===== config.mk =====
export PLATFORM = sky130hd
export DESIGN_NAME = didle_seq
export DESIGN_NICKNAME = d
export VERILOG_FILES = /design/src/rtl/didle_pkg.sv /design/src/rtl/didle_tmr.sv /design/src/rtl/didle_ret.sv /design/src/rtl/didle_seq.sv
export SDC_FILE = /design/constraint.sdc
export NUM_CORES = 1
export LEC_CHECK = 0
export BUFFER_PORTS_ARGS = -buffer_cell sky130_fd_sc_hd__buf_2
export CAP_MARGIN = 30
export CORE_ASPECT_RATIO = 1.1
export CORE_MARGIN = 3
export CORE_UTILIZATION = 57
export CTS_CLUSTER_DIAMETER = 120
export DETAILED_ROUTE_END_ITERATION = 7
export PLACE_DENSITY = 0.81
export RECOVER_POWER = 100
export SLEW_MARGIN = 20
export SYNTH_ARGS = -nofsm -noshare
export SYNTH_HDL_FRONTEND = slang
export SYNTH_SLANG_ARGS = --single-unit

===== constraint.sdc =====
create_clock -name clk -period 3.2 [get_ports clk]
set_input_delay 0.32 -clock clk [delete_from_list [all_inputs] [get_ports clk]]
set_output_delay 0.32 -clock clk [all_outputs]
set_load 0.03 [all_outputs]

===== src/rtl/didle_pkg.sv =====
package didle_pkg;
  typedef enum logic [3:0] {
    S_IDLE,
    S_BUS,
    S_MEM,
    S_SREF,
    S_PLL,
    S_OSC,
    S_SLEEP,
    S_EXIT,
    S_WAIT,
    S_RESUME
  } dseq_st_e;
endpackage


===== src/rtl/didle_tmr.sv =====
module didle_tmr #(
  parameter int LIMIT = 33
) (
  input  logic clk,
  input  logic rst,
  input  logic start,
  input  logic run,
  output logic hit
);
  localparam int CW = (LIMIT > 1) ? $clog2(LIMIT) : 1;
  localparam logic [CW-1:0] LAST = CW'(LIMIT - 1);

  logic [CW-1:0] cnt;

  assign hit = (cnt == LAST);

  always_ff @(posedge clk) begin
    if (rst) begin
      cnt <= '0;
    end else if (start) begin
      cnt <= '0;
    end else if (run && !hit) begin
      cnt <= cnt + CW'(1);
    end
  end


  cnt_bound_chk: assert property (@(posedge clk) disable iff (rst)
    (cnt <= LAST));
endmodule


===== src/rtl/didle_ret.sv =====
module didle_ret #(
  parameter int LOCK_WAIT = 10
) (
  input  logic clk,
  input  logic rst,
  input  logic idle_i,
  input  logic sleep_go_i,
  input  logic io_rel_i,
  input  logic pll_rel_i,
  input  logic lock_go_i,
  output logic io_ret_o,
  output logic pll_ret_o,
  output logic lock_done_o
);
  logic lock_busy;
  logic lock_hit;

  didle_tmr #(.LIMIT(LOCK_WAIT)) u_lock_tmr (
    .clk   (clk),
    .rst   (rst),
    .start (lock_go_i),
    .run   (lock_busy),
    .hit   (lock_hit)
  );

  always_ff @(posedge clk) begin
    if (rst) begin
      io_ret_o    <= 1'b1;
      pll_ret_o   <= 1'b1;
      lock_busy   <= 1'b0;
      lock_done_o <= 1'b0;
    end else begin
      if (sleep_go_i) begin
        io_ret_o    <= 1'b1;
        pll_ret_o   <= 1'b1;
        lock_busy   <= 1'b0;
        lock_done_o <= 1'b0;
      end else begin
        if (idle_i && io_rel_i)  io_ret_o  <= 1'b0;
        if (idle_i && pll_rel_i) pll_ret_o <= 1'b0;
        if (lock_go_i) begin
          lock_busy   <= 1'b1;
          lock_done_o <= 1'b0;
        end else if (lock_busy && lock_hit) begin
          lock_busy   <= 1'b0;
          lock_done_o <= 1'b1;
        end
      end
    end
  end


  io_rel_chk: assert property (@(posedge clk) disable iff (rst)
    $fell(io_ret_o) |-> $past(idle_i && io_rel_i));


  pll_rel_chk: assert property (@(posedge clk) disable iff (rst)
    $fell(pll_ret_o) |-> $past(idle_i && pll_rel_i));


  lock_src_chk: assert property (@(posedge clk) disable iff (rst)
    $rose(lock_done_o) |-> $past(lock_busy));
endmodule


===== src/rtl/didle_seq.sv =====
module didle_seq
  import didle_pkg::*;
#(
  parameter int NUM_PLL     = 4,
  parameter int KEEP_PLL    = 3,
  parameter int NUM_OSC     = 3,
  parameter int OSC_WAIT    = 33,
  parameter int LOCK_WAIT   = 10,
  parameter int ACK_TIMEOUT = 1024
) (
  input  logic               clk,
  input  logic               rst,
  input  logic [1:0]         standby_mode,
  input  logic               deep_en,
  input  logic               top_keep,
  input  logic               int_mask_cfg,
  input  logic [NUM_OSC-1:0] osc_off_sel,
  input  logic               wfi,
  input  logic               wake,
  input  logic               sw_io_rel,
  input  logic               sw_pll_rel,
  input  logic               sw_pll_start,
  input  logic               bus_drain_ack,
  input  logic               mem_drain_ack,
  input  logic               sref_ack,
  output logic               bus_drain_req,
  output logic               mem_drain_req,
  output logic               sref_req,
  output logic               clk_mask,
  output logic [NUM_PLL-1:0] pll_en,
  output logic [NUM_OSC-1:0] osc_en,
  output logic               io_ret,
  output logic               pll_ret,
  output logic               lock_done,
  output logic               timeout_err,
  output logic               pmu_irq_en,
  output logic               asleep
);
  localparam logic [1:0]         MODE_DEEP = 2'b01;
  localparam logic [NUM_OSC-1:0] SLOW_OSC  = NUM_OSC'(1);

  dseq_st_e st, nxt;

  logic               wake_pend;
  logic               woke;
  logic               arm;
  logic               hs_st;
  logic               cur_ack;
  logic               ack_hit;
  logic               ack_start;
  logic               tmo_fire;
  logic               osc_hit;
  logic               osc_start;
  logic               any_osc_off;
  logic               nxt_entry;
  logic               pll_restore;
  logic               sleep_go;
  logic [NUM_PLL-1:0] pll_keep;
  logic [NUM_OSC-1:0] osc_keep;

  genvar gi;
  generate
    for (gi = 0; gi < NUM_PLL; gi++) begin : g_keep
      assign pll_keep[gi] = (gi == KEEP_PLL);
    end
  endgenerate

  assign osc_keep    = ~osc_off_sel | SLOW_OSC;
  assign any_osc_off = ~&osc_en;
  assign woke        = wake | wake_pend;
  assign arm         = (standby_mode == MODE_DEEP) && deep_en && wfi;
  assign hs_st       = (st == S_BUS) || (st == S_MEM) || (st == S_SREF);
  assign tmo_fire    = hs_st && !cur_ack && ack_hit;
  assign ack_start   = (nxt != st) &&
                       ((nxt == S_BUS) || (nxt == S_MEM) || (nxt == S_SREF));
  assign osc_start   = (nxt == S_WAIT) && (st != S_WAIT);
  assign nxt_entry   = (nxt == S_BUS) || (nxt == S_MEM) || (nxt == S_SREF) ||
                       (nxt == S_PLL) || (nxt == S_OSC);
  assign pll_restore = (st == S_IDLE) && sw_pll_start;
  assign sleep_go    = (st == S_OSC);

  always_comb begin
    case (st)
      S_BUS:   cur_ack = bus_drain_ack;
      S_MEM:   cur_ack = mem_drain_ack;
      S_SREF:  cur_ack = sref_ack;
      default: cur_ack = 1'b0;
    endcase
  end

  always_comb begin
    nxt = st;
    case (st)
      S_IDLE:   if (arm) nxt = S_BUS;
      S_BUS:    if (cur_ack) nxt = woke ? S_EXIT : S_MEM;
                else if (ack_hit) nxt = S_EXIT;
      S_MEM:    if (cur_ack) nxt = woke ? S_EXIT : S_SREF;
                else if (ack_hit) nxt = S_EXIT;
      S_SREF:   if (cur_ack) nxt = woke ? S_EXIT : S_PLL;
                else if (ack_hit) nxt = S_EXIT;
      S_PLL:    nxt = woke ? S_EXIT : S_OSC;
      S_OSC:    nxt = S_SLEEP;
      S_SLEEP:  if (woke) nxt = S_EXIT;
      S_EXIT:   nxt = any_osc_off ? S_WAIT : S_RESUME;
      S_WAIT:   if (osc_hit) nxt = S_RESUME;
      S_RESUME: nxt = S_IDLE;
      default:  nxt = S_IDLE;
    endcase
  end

  didle_tmr #(.LIMIT(ACK_TIMEOUT)) u_ack_tmr (
    .clk   (clk),
    .rst   (rst),
    .start (ack_start),
    .run   (hs_st),
    .hit   (ack_hit)
  );

  didle_tmr #(.LIMIT(OSC_WAIT)) u_osc_tmr (
    .clk   (clk),
    .rst   (rst),
    .start (osc_start),
    .run   (st == S_WAIT),
    .hit   (osc_hit)
  );

  didle_ret #(.LOCK_WAIT(LOCK_WAIT)) u_ret (
    .clk         (clk),
    .rst         (rst),
    .idle_i      (st == S_IDLE),
    .sleep_go_i  (sleep_go),
    .io_rel_i    (sw_io_rel),
    .pll_rel_i   (sw_pll_rel),
    .lock_go_i   (pll_restore),
    .io_ret_o    (io_ret),
    .pll_ret_o   (pll_ret),
    .lock_done_o (lock_done)
  );

  always_ff @(posedge clk) begin
    if (rst) begin
      st            <= S_IDLE;
      bus_drain_req <= 1'b0;
      mem_drain_req <= 1'b0;
      sref_req      <= 1'b0;
      clk_mask      <= 1'b0;
      pll_en        <= '1;
      osc_en        <= '1;
      wake_pend     <= 1'b0;
      timeout_err   <= 1'b0;
      pmu_irq_en    <= 1'b1;
      asleep        <= 1'b0;
    end else begin
      st         <= nxt;
      asleep     <= (nxt == S_SLEEP);
      pmu_irq_en <= !(int_mask_cfg && nxt_entry);
      if (wake && (hs_st || st == S_PLL || st == S_OSC || st == S_SLEEP))
        wake_pend <= 1'b1;
      if (tmo_fire) timeout_err <= 1'b1;
      case (st)
        S_IDLE: begin
          if (nxt == S_BUS) begin
            bus_drain_req <= 1'b1;
            timeout_err   <= 1'b0;
          end
          if (pll_restore) pll_en <= '1;
        end
        S_BUS:  if (nxt == S_MEM)  mem_drain_req <= 1'b1;
        S_MEM:  if (nxt == S_SREF) sref_req <= 1'b1;
        S_SREF: if (nxt == S_PLL)  clk_mask <= 1'b1;
        S_PLL:  if (!top_keep) pll_en <= pll_en & pll_keep;
        S_OSC:  osc_en <= osc_keep;
        S_EXIT: osc_en <= '1;
        S_RESUME: begin
          bus_drain_req <= 1'b0;
          mem_drain_req <= 1'b0;
          sref_req      <= 1'b0;
          clk_mask      <= 1'b0;
          wake_pend     <= 1'b0;
        end
        default: ;
      endcase
    end
  end


  sref_order_chk: assert property (@(posedge clk) disable iff (rst)
    sref_req |-> (mem_drain_req && bus_drain_req));


  mask_order_chk: assert property (@(posedge clk) disable iff (rst)
    $rose(clk_mask) |-> sref_req);


  unmask_osc_chk: assert property (@(posedge clk) disable iff (rst)
    $fell(clk_mask) |-> (&osc_en));


  lock_pll_chk: assert property (@(posedge clk) disable iff (rst)
    $rose(lock_done) |-> (&pll_en));


  slow_osc_chk: assert property (@(posedge clk) disable iff (rst)
    $fell(asleep) |-> osc_en[0]);

  generate
    for (gi = 0; gi < NUM_PLL; gi++) begin : g_pll_chk

      pll_off_chk: assert property (@(posedge clk) disable iff (rst)
        $fell(pll_en[gi]) |-> $past(st == S_PLL && !top_keep));
    end
  endgenerate
endmodule


==> impl_metrics.csv <==
group,metric,value,unit
outcome,outcome,"finished, final reports clean",
sta,skew,7.81,ps
sta,min_period,2730,ps
global_route,grt-ovfl-total,0,
final_layout,instances_no_fill,317,
yosys,synthCells,240,
die,fp.coreArea,0.00339,sq mm
yosys,syn_avg_cell_area,8.55,sq um
sta,final-hold-violation-count,0,
die,die_h,68.9,um
clocking,cts_sinks,40,
yosys,yosys-top-cells-area,"dfxtp_1 39%, nor3_2 5.4%, nor2_1 5.3%",
clocking,cts_setup_buffers,0,
global_route,use_met3,5.02,%
sta,finalSetupViolCount,0,
route,routedWlPerCell,13.0,um
sta,tightest_slew,810,ps
sta,setup_tns,0,ps
final_layout,final_layout_size_suffix_gt1_share,13.0,%
sta,layout_setup_ws,467,ps
route,drtPass1Iterations,4,
pwr,power,927,uW
route,drc_errors,0,
clocking,cts-root-buf,"clkbuf_4",
place,dpl_worst_slack,609,ps
die,rows,22,
final_layout,layout.nets,291,
place,gp_congestion,0.881,
route,vias,1766,
clocking,clk_path_buf_depth,2,
die,ios,35,
global_route,grt_use_met2,34.4,%
clocking,clk_latency,350,ps
yosys,yosysSeqAreaShare,39.0,%
clocking,htreeDepth,2,
global_route,grt_pass1_vias,1522,
place,dpl.hpwl,3000,um
route,finalWirelength,4130,um
setup_path,path_max_fanout,17,
place,dpl.cell_count,309,
sta,drv_slew,0,
yosys,ys_seq_elements,40,
global_route,grt_max_degree,18,
place,portBuffers,32,
yosys,postSynth.asyncResetShare,0,%
global_route,antenna_found_initial,0,
route,dr.first_iter.drc_count,114,
sta,hold_ws,196,ps
route,viasPerCell,5.57,
pwr,power_leakage,0.000860,uW
setup_path,endpoint_kind,"flip-flop",
global_route,groute.usage.overall,20.3,%
sta,maxSlewHeadroom,45.3,%
clocking,path_clk_slew,120,ps
setup_path,criticalPathCategory,"flip-flop to flip-flop",
final_layout,diodes,0,
sta,rsz0062_at_grt,"false",
yosys,synth_top_area_share,39.0,%
die,start_util,60.6,%
route,ant_nets,0,
clocking,hold_buffers,0,
sta,period_share,85.4,%
min_path,hp-class,"input port to flip-flop",
yosys,ys_warn_count,0,
yosys,synth_cell_types,52,
setup_path,start_kind,"flip-flop",
setup_path,critPathRequiredTime,3470,ps
global_route,grt_busiest_layer,"met2",
clocking,numCtsBuffers,5,
clocking,post_cts_resized,0,
run,max_cap_viol_count,0,
clocking,cts_tree,"done",
die,dieWidth,63.2,um
pwr,p_per_area,415,mW/mm^2
sta,fmax,366,MHz
die,die_area,0.00436,sq mm
yosys,synth_flop_cell,"dfxtp_1",
setup_path,critPathArrivalTime,3010,ps
global_route,grt_util_met1,25.0,%
yosys,syn_area,0.00205,sq mm
yosys,synth_nets,263,
final_layout,syn2layout_area_growth,8.72,%
yosys,synth-edff-count,0,
global_route,grt_pass1_wl,6860,um
pwr,peakVddDrop,0.000336,V
yosys,yosys.area.top_type,"dfxtp_1",
cell usage in the layout, fill, tap and decap left out, types with 2 or more instances in the layout:
cell type	n
clkbuf_1	18
nand2b_1	5
mux2i_1	4
inv_1	9
nand2_1	22
or4_1	2
and3_1	2
ha_1	5
a311oi_1	2
buf_2	16
nand4_1	6
nor2_1	29
nor3b_1	4
or2_2	4
clkbuf_8	2
a211oi_1	4
xor2_1	9
a21oi_1	12
clkbuf_4	5
or3_1	3
nor3_1	11
xnor2_1	4
a31oi_1	3
nor3_2	5
dfxtp_1	40
o21ai_0	9
and4_1	2
a21o_1	2
nand3_1	9
worst max-delay path, stage by stage (launching register included):
cell and delay [ps]:
dfxtp_1 670, or2_2 300, nor3_1 150, or4_1 580, or2_0 300, o221a_1 400, nor3_1 250
sequential cells by signal (all words and copies together) (netlist names):
register / cells
u_ret.lock_busy: 1
u_ret.lock_done_o: 1
u_osc_tmr.cnt: 6
wake_pend: 1
sref_req: 1
st: 4
bus_drain_req: 1
u_ack_tmr.cnt: 10
u_ret.io_ret_o: 1
clk_mask: 1
asleep: 1
osc_en: 2
mem_drain_req: 1
pmu_irq_en: 1
u_ret.u_lock_tmr.cnt: 4
pll_en: 2
u_ret.pll_ret_o: 1
timeout_err: 1
report_power, final:
part	switching, uW	internal, uW	total, uW
combinational	34.1	18.2	52.3
clock	161	207	368
sequential	3.83	503	507
path summary, 6_finish.rpt:
kind	slack, ps	endpoint	cells past startpoint	from
worst max-delay path	470	u_ack_tmr.cnt[1]	6	st[1]
worst min-delay path	200	pmu_irq_en	3	int_mask_cfg
worst max register to register	470	u_ack_tmr.cnt[1]	6	st[1]
worst min register to register	450	pll_en[3]	1	pll_en[3]
synthesized netlist by cell type (all sizes together), types with 2 or more instances:
| cell | instances |
|---|---|
| nand3 | 9 |
| or2 | 5 |
| buf | 9 |
| a21o | 2 |
| a211oi | 4 |
| or3 | 3 |
| and3 | 2 |
| and4 | 2 |
| or4 | 2 |
| ha | 5 |
| nor3 | 16 |
| mux2i | 4 |
| clkbuf | 4 |
| nand2 | 22 |
| inv | 9 |
| nor3b | 4 |
| xor2 | 9 |
| a311oi | 2 |
| xnor2 | 4 |
| nand4 | 6 |
| o21ai | 9 |
| dfxtp | 40 |
| nor2 | 30 |
| nand2b | 5 |
| a21oi | 12 |
| a31oi | 3 |
cells by family (layout without fill, tap and decap cells):
family	Yosys count	after routing	synth area share [%]
other	1	1	0.183
buffers and inverters	22	51	5.79
AO/OA/AOI/OAI	45	45	14.9
multiplexers	4	4	1.95
adder cells (fa/ha/maj)	5	5	3.05
flip-flops	40	40	39.0
AND/OR/NAND/NOR	110	110	29.6
XOR/XNOR	13	13	5.55
area by class of cell:
class	instances	area (sq um)
Clock buffer	7	65.1
Sequential cell	40	801
Fill cell	334	1150
Timing Repair Buffer	34	148
Clock inverter	1	30.0
Multi-Input combinational cell	178	1090
Tap cell	48	60.1
Inverter	9	33.8
metrics by stage:
stage,util (%),instance area [sq um]
2_1_floorplan,-,2050
3_3_place_gp,65.0,2200
3_5_place_dp,65.0,2200
4_1_cts,67.8,2300
5_1_grt,65.9,2230
6_report,65.9,2230
routing by layer:
layer | vias up | wire (um)
li1 | 901 | -
met1 | 824 | 1960
met2 | 33 | 1950
met3 | 8 | 149
met4 | 0 | 74
met5 | - | 0
Note: power is estimated with default switching activity, not from simulation.
